$ cat src/rtl/snr_pkg.sv
package snr_pkg;
  typedef enum logic [1:0] {K_LOAD, K_POLL, K_CRD, K_DATA} kind_e;
  typedef enum logic [1:0] {EC_CLEAN, EC_FIXED, EC_FAIL} ecc_e;

  localparam logic [1:0] ERR_NONE   = 2'd0;
  localparam logic [1:0] ERR_RANGE  = 2'd1;
  localparam logic [1:0] ERR_UNCORR = 2'd2;
  localparam logic [1:0] ERR_STUCK  = 2'd3;

  localparam logic [7:0] OP_LOAD  = 8'h13;
  localparam logic [7:0] OP_GETF  = 8'h0F;
  localparam logic [7:0] REG_STAT = 8'hC0;
  localparam logic [7:0] OP_CRD   = 8'h03;
endpackage

$ cat src/rtl/snr_cmd_byte.sv
module snr_cmd_byte
  import snr_pkg::*;
#(
  parameter int ROW_W = 16,
  parameter int COL_W = 11
) (
  input  kind_e             kind_i,
  input  logic [2:0]        idx_i,
  input  logic [ROW_W-1:0]  row_i,
  input  logic [COL_W-1:0]  col_i,
  input  logic              data_last_i,
  output logic [7:0]        byte_o,
  output logic              end_o
);
  logic [15:0] row16;
  logic [15:0] col16;

  assign row16 = 16'(row_i);
  assign col16 = 16'(col_i);

  // Byte at position idx_i of the current frame kind.
  always_comb begin
    byte_o = 8'h00;
    end_o  = 1'b0;
    unique case (kind_i)
      K_LOAD: begin
        case (idx_i)
          3'd0:    byte_o = OP_LOAD;
          3'd2:    byte_o = row16[15:8];
          3'd3:    byte_o = row16[7:0];
          default: byte_o = 8'h00;
        endcase
        end_o = (idx_i == 3'd3);
      end
      K_POLL: begin
        case (idx_i)
          3'd0:    byte_o = OP_GETF;
          3'd1:    byte_o = REG_STAT;
          default: byte_o = 8'h00;
        endcase
        end_o = (idx_i == 3'd2);
      end
      K_CRD: begin
        case (idx_i)
          3'd0:    byte_o = OP_CRD;
          3'd1:    byte_o = col16[15:8];
          3'd2:    byte_o = col16[7:0];
          default: byte_o = 8'h00;
        endcase
        end_o = 1'b0;
      end
      default: begin
        byte_o = 8'h00;
        end_o  = data_last_i;
      end
    endcase
  end
endmodule

$ cat src/rtl/snr_ecc_class.sv
module snr_ecc_class
  import snr_pkg::*;
(
  input  logic [1:0] ecc_bits_i,
  output ecc_e       cls_o
);
  always_comb begin
    unique case (ecc_bits_i)
      2'd1:    cls_o = EC_FIXED;
      2'd2:    cls_o = EC_FAIL;
      default: cls_o = EC_CLEAN;
    endcase
  end
endmodule

$ cat src/rtl/snr_row_cache.sv
module snr_row_cache #(
  parameter int ROW_W = 16
) (
  input  logic             clk,
  input  logic             rst_n,
  input  logic             inv_i,
  input  logic             forget_i,
  input  logic             store_i,
  input  logic [ROW_W-1:0] row_i,
  output logic             hit_o
);
  logic [ROW_W-1:0] row_q;
  logic             vld_q;

  always_ff @(posedge clk) begin
    if (!rst_n) begin
      row_q <= '1;
      vld_q <= 1'b0;
    end else if (inv_i || forget_i) begin
      row_q <= '1;
      vld_q <= 1'b0;
    end else if (store_i) begin
      row_q <= row_i;
      vld_q <= 1'b1;
    end
  end

  assign hit_o = vld_q && (row_q == row_i);

  p_inv_forgets_r9: assert property (@(posedge clk) disable iff (!rst_n)
    inv_i |=> !hit_o);

  p_store_hits_r2: assert property (@(posedge clk) disable iff (!rst_n)
    (store_i && !inv_i && !forget_i) |=> hit_o);
endmodule

$ cat src/rtl/snand_page_reader.sv
module snand_page_reader
  import snr_pkg::*;
#(
  parameter int ADDR_W    = 27,
  parameter int COL_W     = 11,
  parameter int BLK_SHIFT = 6,
  parameter int POLL_MAX  = 100
) (
  input  logic                              clk,
  input  logic                              rst_n,
  input  logic                              start_i,
  input  logic [ADDR_W-1:0]                 addr_i,
  input  logic [ADDR_W:0]                   len_i,
  input  logic                              invalidate_i,
  output logic                              busy_o,
  output logic                              done_o,
  output logic [1:0]                        err_o,
  output logic                              ecc_fixed_o,
  output logic [ADDR_W:0]                   byte_cnt_o,
  output logic [ADDR_W-COL_W-BLK_SHIFT-1:0] bb_block_o,
  input  logic                              bb_bad_i,
  output logic                              spi_req_o,
  output logic [7:0]                        spi_tx_o,
  output logic                              spi_end_o,
  input  logic                              spi_ack_i,
  input  logic [7:0]                        spi_rx_i,
  output logic                              out_valid_o,
  input  logic                              out_ready_i,
  output logic [7:0]                        out_data_o
);
  localparam int ROW_W = ADDR_W - COL_W;
  localparam int LEN_W = ADDR_W + 1;
  localparam int PW    = $clog2(POLL_MAX + 1);
  localparam logic [COL_W:0] PAGE_BYTES = (COL_W+1)'(1) << COL_W;
  localparam logic [LEN_W:0] DEV_BYTES  = (LEN_W+1)'(1) << ADDR_W;

  typedef enum logic [2:0] {
    S_IDLE, S_PLAN, S_LOAD, S_POLL, S_CRD, S_DATA, S_NEXT, S_FIN
  } st_e;

  st_e              st_q;
  logic [ROW_W-1:0] row_q;
  logic [COL_W-1:0] col_q;
  logic [LEN_W-1:0] rem_q;
  logic [COL_W:0]   chunk_q;
  logic [2:0]       idx_q;
  logic [PW-1:0]    poll_q;
  logic [7:0]       out_q;
  logic             out_vld_q;
  logic [LEN_W-1:0] cnt_q;
  logic             fixed_q;
  logic [1:0]       err_q;

  logic             hit;
  logic             forget;
  logic             store;
  kind_e            kind;
  ecc_e             ecc_cls;
  logic [COL_W:0]   room;
  logic [COL_W:0]   take;
  logic [LEN_W:0]   end_sum;
  logic             accept;

  assign accept  = start_i && (st_q == S_IDLE);
  assign end_sum = {1'b0, LEN_W'(addr_i)} + {1'b0, len_i};
  assign room    = PAGE_BYTES - {1'b0, col_q};
  assign take    = (rem_q < LEN_W'(room)) ? rem_q[COL_W:0] : room;

  always_comb begin
    unique case (st_q)
      S_LOAD:  kind = K_LOAD;
      S_POLL:  kind = K_POLL;
      S_CRD:   kind = K_CRD;
      default: kind = K_DATA;
    endcase
  end

  snr_cmd_byte #(.ROW_W(ROW_W), .COL_W(COL_W)) u_cmd (
    .kind_i      (kind),
    .idx_i       (idx_q),
    .row_i       (row_q),
    .col_i       (col_q),
    .data_last_i (chunk_q == (COL_W+1)'(1)),
    .byte_o      (spi_tx_o),
    .end_o       (spi_end_o)
  );

  snr_ecc_class u_ecc (
    .ecc_bits_i (spi_rx_i[5:4]),
    .cls_o      (ecc_cls)
  );

  // Row is forgotten as soon as a load starts; remembered again only on success.
  assign forget = (st_q == S_PLAN) && !hit && !bb_bad_i;
  assign store  = (st_q == S_POLL) && spi_ack_i && (idx_q == 3'd2) &&
                  !spi_rx_i[0] && (ecc_cls != EC_FAIL);

  snr_row_cache #(.ROW_W(ROW_W)) u_rows (
    .clk      (clk),
    .rst_n    (rst_n),
    .inv_i    (invalidate_i),
    .forget_i (forget),
    .store_i  (store),
    .row_i    (row_q),
    .hit_o    (hit)
  );

  assign spi_req_o   = (st_q == S_LOAD) || (st_q == S_POLL) || (st_q == S_CRD) ||
                       ((st_q == S_DATA) && !out_vld_q);
  assign bb_block_o  = row_q[ROW_W-1:BLK_SHIFT];
  assign busy_o      = (st_q != S_IDLE);
  assign done_o      = (st_q == S_FIN);
  assign err_o       = err_q;
  assign ecc_fixed_o = fixed_q;
  assign byte_cnt_o  = cnt_q;
  assign out_valid_o = out_vld_q;
  assign out_data_o  = out_q;

  always_ff @(posedge clk) begin
    if (!rst_n) begin
      st_q      <= S_IDLE;
      row_q     <= '0;
      col_q     <= '0;
      rem_q     <= '0;
      chunk_q   <= '0;
      idx_q     <= '0;
      poll_q    <= '0;
      out_q     <= '0;
      out_vld_q <= 1'b0;
      cnt_q     <= '0;
      fixed_q   <= 1'b0;
      err_q     <= ERR_NONE;
    end else begin
      if (out_vld_q && out_ready_i) begin
        out_vld_q <= 1'b0;
        cnt_q     <= cnt_q + 1'b1;
      end
      unique case (st_q)
        S_IDLE: begin
          if (accept) begin
            row_q   <= addr_i[ADDR_W-1:COL_W];
            col_q   <= addr_i[COL_W-1:0];
            rem_q   <= len_i;
            cnt_q   <= '0;
            fixed_q <= 1'b0;
            err_q   <= ERR_NONE;
            if (len_i == '0) begin
              st_q <= S_FIN;
            end else if (end_sum > DEV_BYTES) begin
              err_q <= ERR_RANGE;
              st_q  <= S_FIN;
            end else begin
              st_q <= S_PLAN;
            end
          end
        end
        S_PLAN: begin
          chunk_q <= take;
          idx_q   <= '0;
          if (hit) begin
            st_q <= S_CRD;
          end else if (bb_bad_i) begin
            err_q <= ERR_UNCORR;
            st_q  <= S_FIN;
          end else begin
            st_q <= S_LOAD;
          end
        end
        S_LOAD: begin
          if (spi_ack_i) begin
            if (idx_q == 3'd3) begin
              idx_q  <= '0;
              poll_q <= '0;
              st_q   <= S_POLL;
            end else begin
              idx_q <= idx_q + 1'b1;
            end
          end
        end
        S_POLL: begin
          if (spi_ack_i) begin
            if (idx_q != 3'd2) begin
              idx_q <= idx_q + 1'b1;
            end else begin
              idx_q <= '0;
              if (spi_rx_i[0]) begin
                if (poll_q == PW'(POLL_MAX - 1)) begin
                  err_q <= ERR_STUCK;
                  st_q  <= S_FIN;
                end else begin
                  poll_q <= poll_q + 1'b1;
                end
              end else if (ecc_cls == EC_FAIL) begin
                err_q <= ERR_UNCORR;
                st_q  <= S_FIN;
              end else begin
                if (ecc_cls == EC_FIXED) fixed_q <= 1'b1;
                st_q <= S_CRD;
              end
            end
          end
        end
        S_CRD: begin
          if (spi_ack_i) begin
            if (idx_q == 3'd3) begin
              idx_q <= '0;
              st_q  <= S_DATA;
            end else begin
              idx_q <= idx_q + 1'b1;
            end
          end
        end
        S_DATA: begin
          if (spi_ack_i) begin
            out_q     <= spi_rx_i;
            out_vld_q <= 1'b1;
            rem_q     <= rem_q - 1'b1;
            chunk_q   <= chunk_q - 1'b1;
            if (chunk_q == (COL_W+1)'(1)) st_q <= S_NEXT;
          end
        end
        S_NEXT: begin
          if (!out_vld_q) begin
            if (rem_q == '0) begin
              st_q <= S_FIN;
            end else begin
              row_q <= row_q + 1'b1;
              col_q <= '0;
              st_q  <= S_PLAN;
            end
          end
        end
        S_FIN:   st_q <= S_IDLE;
        default: st_q <= S_IDLE;
      endcase
    end
  end

  p_out_hold_r10: assert property (@(posedge clk) disable iff (!rst_n)
    (out_valid_o && !out_ready_i) |=> (out_valid_o && $stable(out_data_o)));

  p_req_hold_r1: assert property (@(posedge clk) disable iff (!rst_n)
    (spi_req_o && !spi_ack_i) |=> (spi_req_o && $stable(spi_tx_o) && $stable(spi_end_o)));

  p_done_drained_r10: assert property (@(posedge clk) disable iff (!rst_n)
    done_o |-> !out_valid_o);

  p_fixed_sticky_r8: assert property (@(posedge clk) disable iff (!rst_n)
    (ecc_fixed_o && !accept) |=> ecc_fixed_o);

  p_zero_len_r7: assert property (@(posedge clk) disable iff (!rst_n)
    (accept && (len_i == '0)) |=> (done_o && (err_o == ERR_NONE) && !spi_req_o));

  p_bad_no_load_r3: assert property (@(posedge clk) disable iff (!rst_n)
    ((st_q == S_PLAN) && !hit && bb_bad_i) |=> (done_o && !spi_req_o));
endmodule

$ cat config.mk
export PLATFORM = sky130hd
export DESIGN_NAME = snand_page_reader
export DESIGN_NICKNAME = d
export VERILOG_FILES = /design/src/rtl/snr_pkg.sv /design/src/rtl/snr_cmd_byte.sv /design/src/rtl/snr_ecc_class.sv /design/src/rtl/snr_row_cache.sv /design/src/rtl/snand_page_reader.sv
export SDC_FILE = /design/constraint.sdc
export NUM_CORES = 1
export LEC_CHECK = 0
export CELL_PAD_IN_SITES_DETAIL_PLACEMENT = 0
export CELL_PAD_IN_SITES_GLOBAL_PLACEMENT = 1
export CORE_MARGIN = 2
export CORE_UTILIZATION = 41
export DETAILED_ROUTE_END_ITERATION = 7
export GPL_ROUTABILITY_DRIVEN = 1
export GPL_TIMING_DRIVEN = 0
export HOLD_SLACK_MARGIN = 0.08
export MAX_ROUTING_LAYER = met4
export PLACE_DENSITY_LB_ADDON = 0.1
export SLEW_MARGIN = 20
export SYNTH_ARGS = -nofsm -noshare
export SYNTH_HDL_FRONTEND = slang
export SYNTH_SLANG_ARGS = --single-unit
$ cat constraint.sdc
create_clock -name clk -period 3.83 [get_ports clk]
set_input_delay 0.383 -clock clk [delete_from_list [all_inputs] [get_ports clk]]
set_output_delay 0.383 -clock clk [all_outputs]
set_load 0.02 [all_outputs]
; ---- After elaboration in Yosys (flattened, before gate mapping)
; Cells that the tools add are included.
[classes]
n_addsub = 8
magnitude_cmp = 2
eq_ne = 42
mux = 76
bitwise = 1
reduce_logical = 42
[op_table]
columns = operator, count
row1 = 2-to-1 mux 28 bit, 5
row2 = case mux 8 bit (3 select lines), 3
row3 = 2-to-1 mux 3 bit, 21
row4 = zero test 28 bit, 2
row5 = case mux 28 bit (2 select lines), 1
row6 = 2-to-1 mux 16 bit, 3
row7 = 2-to-1 mux 7 bit, 6
row8 = 2-to-1 mux 11 bit, 3
row9 = case mux 16 bit (2 select lines), 1
row10 = != test 2 bit (second input constant), 15
row11 = adder 27 x 28 -> 29 bit, 1
row12 = greater-than comparator 29 x 28 -> 1 bit (second input constant), 1
row13 = adder 28 x 1 -> 28 bit (second input constant), 1
row14 = < comparator 28 x 12 -> 1 bit, 1
row15 = subtractor 28 x 1 -> 28 bit (second input constant), 1
row16 = 2-to-1 mux 12 bit, 2
row17 = case mux 12 bit (2 select lines), 1
row18 = case mux 3 bit (8 select lines), 1
row19 = case mux 11 bit (2 select lines), 1
row20 = 2-to-1 mux 2 bit, 9
row21 = adder 16 x 1 -> 16 bit (second input constant), 1
row22 = equality test 16 bit, 1
row23 = case mux 8 bit (2 select lines), 1
row24 = case mux 7 bit (2 select lines), 1
row25 = 34 further kinds, 88
[totals]
reg_bits = 137
input_bits = 70
output_inout_bits = 62

; ---- Logic depth before layout (Yosys ltp)
[depth]
ltp_word = 9
mapped_depth = 14

; ---- Modules after synthesis
; From an unflattened synthesis, not the netlist that was laid out.
[hier_totals]
cells_unflattened = 1369
area_unflattened_um2 = 9944.5
[by_module_without_submodules]
columns = module, n_inst, cells_per_inst, area_each_um2, seq_area_each_um2
row1 = snand_page_reader, 1, 1237, 8790.9, 2402.3
row2 = snr_row_cache, 1, 76, 779.5, 340.3
row3 = snr_cmd_byte, 1, 54, 359.1, 0.0
row4 = snr_ecc_class, 1, 2, 15.0, 0.0

; ---- Worst setup path after synthesis
; Ideal clock, no wire load.
[synth_timing]
path_type = flip-flop to flip-flop
startpoint = register col_q[0]
endpoint = register chunk_q[10]
arrival_ns = 3.037
slack_ns = 0.679
path_stages_with_launch = 15
n_path_buf = 1
synth_period_minus_slack_ns = 3.151
cell_sequence = dfxtp_1 -> inv_1 -> ha_1 -> nor3b_1 -> nand2_1 -> nor3_1 -> xor2_1 -> ha_1 -> or3_2 -> or2_2 -> a41oi_1 -> buf_6 -> nor3_1 -> o21a_1 -> o21a_1
[synth_between]
elab_chain_len = 4
[synth_rtl]
columns = element, line
row1 = start: declaration, snand_page_reader.sv:43  ; logic [COL_W-1:0] col_q;
row2 = start signal: assignment, snand_page_reader.sv:142  ; col_q <= addr_i[COL_W-1:0];
row3 = subtractor 12 x 11 -> 12 bit (*), snand_page_reader.sv:66  ; assign room = PAGE_BYTES - {1'b0, col_q};
row4 = < comparator 28 x 12 -> 1 bit, snand_page_reader.sv:67  ; assign take = (rem_q < LEN_W'(room)) ? rem_q[COL_W:0] : room;
row5 = 2-to-1 mux 12 bit (*), snand_page_reader.sv:67
row6 = case mux 12 bit (2 select lines) (*), snand_page_reader.sv:138  ; unique case (st_q)
row7 = end signal: assignment, snand_page_reader.sv:158  ; chunk_q <= take;
row8 = end signal: assignment, snand_page_reader.sv:218  ; chunk_q <= chunk_q - 1'b1;
row9 = end: declaration, snand_page_reader.sv:45  ; logic [COL_W:0] chunk_q;
; Mark *: on every way between the ends. The rest lies on a longest branch, timed or not.
; A chain may end at the register's enable or synchronous reset.

; ---- Worst setup path in the final report
[layout_timing]
startpoint = input port addr_i[18]
endpoint = register st_q[1]
[layout_between]
elab_chain_len = 6
[layout_rtl]
columns = element, line
row1 = start: declaration, snand_page_reader.sv:12  ; input logic [ADDR_W-1:0] addr_i,
row2 = adder 27 x 28 -> 29 bit, snand_page_reader.sv:65  ; assign end_sum = {1'b0, LEN_W'(addr_i)} + {1'b0, len_i};
row3 = greater-than comparator 29 x 28 -> 1 bit, snand_page_reader.sv:149  ; end else if (end_sum > DEV_BYTES) begin
row4 = 2-to-1 mux 3 bit, snand_page_reader.sv:149
row5 = 2-to-1 mux 3 bit, snand_page_reader.sv:147  ; if (len_i == '0) begin
row6 = 2-to-1 mux 3 bit, snand_page_reader.sv:140  ; if (accept) begin
row7 = case mux 3 bit (8 select lines), snand_page_reader.sv:138
row8 = end signal: assignment, snand_page_reader.sv:148  ; st_q <= S_FIN;
row9 = end signal: assignment, snand_page_reader.sv:151  ; st_q <= S_FIN;
row10 = end signal: assignment, snand_page_reader.sv:153  ; st_q <= S_PLAN;
row11 = end: declaration, snand_page_reader.sv:41  ; st_e st_q;
; No other way between the ends. The select of a mux whose other input is x is not followed.

==> metrics.yaml <==
clock-sinks: 137
htree_levels: 4
drcViolationCount: 0
path_class: "input port to register"
r2r-start: "col_q[0]"
path_max_fanout: 10
numPortBuffers: 130
drt_iter0_drc: 990
first_global_vias: 10485
antennaDiodeCount: 0
grt_use_total_pct: 29.6
syn_inst: 1427
nNetsFinal: 1699
post_cts_buffers: 0
final_util_pct: 50.8
synth_fp_nets: 1550
syn_area_um2: 10300
io_pins: 132
max_freq_ghz: 0.272
ys_ff_latch: 137
via_per_inst: 6.00
cap_violations: 0
cts_tree: "built"
synth-edff-count: 0
setup_viol: 0
dpl.hpwl_um: 29900
reg2reg_depth: 14
ff2ff_setup_slack_ns: 0.28
irDropWorstVdd_uv: 348
relSlewSlack_pct: 28.4
fin_area_um2: 12700
regArea_um2: 2740
layout_commonest_cell: "nand2_1"
area_growth_pct: 22.8
p_leak_nw: 4.65
worstSetupStartpointType: "input port"
initial_utilization_pct: 41.4
final_cell_mix: "nand2_1 (181), nor2_1 (154), dfxtp_1 (137)"
dr_total_vias: 11510
cts_buffer_depth: 2
ys_types: 86
multi_input_area_um2: 7020
clock_insertion_delay_worst_skew_ns: 0.44
drive_above_1_share_pct: 6.73
timing.final.crit_period_ns: 3.68
placement.cell_area_um2: 12100
cts_root_buf: "clkbuf_16"
gp_congestion: 1.00
grt_max_degree: 17
total_power_mw: 7.41
dr.pass1.iters: 6
antenna_found_initial: 0
rows: 58
grt_overflow: 0
yosysSeqAreaShare_pct: 26.5
drv_slew: 0
grt_pass1_wl_um: 59400
crit_path_end_kind: "register"
routed_wl_um: 38500
coreArea_um2: 25000
ys_warn_count: 0
clk_pin_slew_ns: 0.07
period_share_pct: 96.0
ys.flop_type: "dfxtp_1"
worst_pin_slew_ns: 1.07
hold_path_end: "err_o[1]"
place_ws_ns: -0.255
ant_nets: 0
outcome: "finished clean"
synth.avg_cell_area_um2: 7.24
nFillCells: 2570
hold_start: "err_o[1]"
wl_per_cell_um: 20.1
min_path_type: "register to register"
powerDensity_nw_per_um2: 584
cp-startpoint: "addr_i[18]"
crit_arrival_ns: 3.99
cp.required_ns: 4.14
hold_depth: 2
rsz0062_at_grt: "no"
die_x_um: 163
layout_setup_ws_ns: 0.152
die_h_um: 163
cts_made_buffers: 17
clock_skew_ns: 0.0190
reg2reg_to: "chunk_q[10]"
die_area_um2: 26500
hold_violations: 0
synthArstFlopShare_pct: 0
-- cell type report --
cell class,count,share of cell area (%)
inverter,33,0.976
tap,330,3.25
clock buffer,18,3.46
clock inverter,14,1.32
buffer,98,3.80
multi-input combinational,1159,55.3
timing repair buffer,130,10.3
sequential,137,21.6
-- worst max-delay path by stage --
stage                  endpoint
finish                  st_q[1]
global route            st_q[2]
CTS                    err_o[0]
detailed placement     err_o[0]
global placement       err_o[0]
floorplan           chunk_q[10]
-- timing repair --
action / in CTS / in global routing
hold buffers: 0 / 0
gates resized for setup: 0 / 9
endpoints found under the setup margin: 0 / 7
-- cells by family after synthesis --
logic type / Yosys count / share of synthesized area (%)
and+or+nand+nor: 608 / 28.4
buffers and inverters: 131 / 5.86
AOI/OAI and AO/OA: 434 / 27.3
DFF: 137 / 26.5
xor gates and xnor gates: 61 / 5.17
adders and majority gates: 53 / 6.49
muxes: 3 / 0.303
-- critical path: stages --
cell	delay, ns
clkdlybuf4s50_1	0.58
ha_1	0.40
clkbuf_1	0.38
nand2_1	0.09
o21ai_0	0.49
o21ai_0	0.24
a2111oi_0	0.55
o21ai_0	0.18
a21oi_1	0.21
nand4b_1	0.14
o211ai_2	0.25
a21oi_1	0.10
-- where the power goes --
group,internal (mW),total (mW),switching (mW)
clock,0.955,1.75,0.795
combinational,1.41,3.69,2.28
sequential,1.65,1.97,0.314
total,4.02,7.41,3.39
-- flip-flops by register name, indices dropped and copies added, names as in the netlist --
signal,count
col_q,11
u_rows.row_q,16
idx_q,3
byte_cnt_o,28
chunk_q,12
rem_q,28
err_o,2
ecc_fixed_o,1
out_valid_o,1
u_rows.vld_q,1
poll_q,7
row_q,16
out_data_o,8
st_q,3
-- routing by layer --
metal,vias up,GRT usage (%),part of all wire [%]
li1,5522,-,-
met1,5476,40.5,46
met2,444,44.5,44
met3,68,4.46,6.7
met4,0,10.1,3.0
met5,-,-,0
-- cell usage after synthesis, types with 6 or more instances --
library cell  count  area, µm²
inv_1            32        120
xnor2_1          29        254
o21ai_0         102        510
a211oi_1         12       90.1
nor2b_1           9       56.3
a31oi_1          17        106
nand3b_1          7       52.6
and2_1           13       81.3
and3_1           16        100
a21boi_0         13       97.6
nand4_1          32        200
or2_2             6       37.5
or3_1            13       81.3
a21o_1           12       90.1
nand2b_1         14       87.6
xor2_1           32        280
nand2_1         181        679
o21a_1           21        158
ha_1             52        651
nand3_1          67        335
buf_4            10       75.1
dfxtp_1         137       2740
a21oi_1         121        606
o31ai_1          10       75.1
a221oi_1          6       52.6
nor4_1           25        156
o22ai_1          13       81.3
and4_1            8       70.1
clkbuf_1         68        255
nor2_1          154        578
buf_2            12       60.1
nor3b_1           7       52.6
a22oi_1          15        113
a2111oi_0         6       52.6
nor3_1           34        170
o211ai_1         13       97.6
-- through the flow --
step | setup TNS (ns) | std cells | hold WS (ns)
2_1_floorplan | 0 | 1427 | 0.440
3_5_place_dp | -0.649 | 1887 | 0.443
3_3_place_gp | -0.901 | 1887 | 0.442
6_report | 0 | 1919 | 0.449
5_1_grt | 0 | 1919 | 0.481
4_1_cts | 0 | 1919 | 0.452
Note: power is estimated with default switching activity, not from simulation.
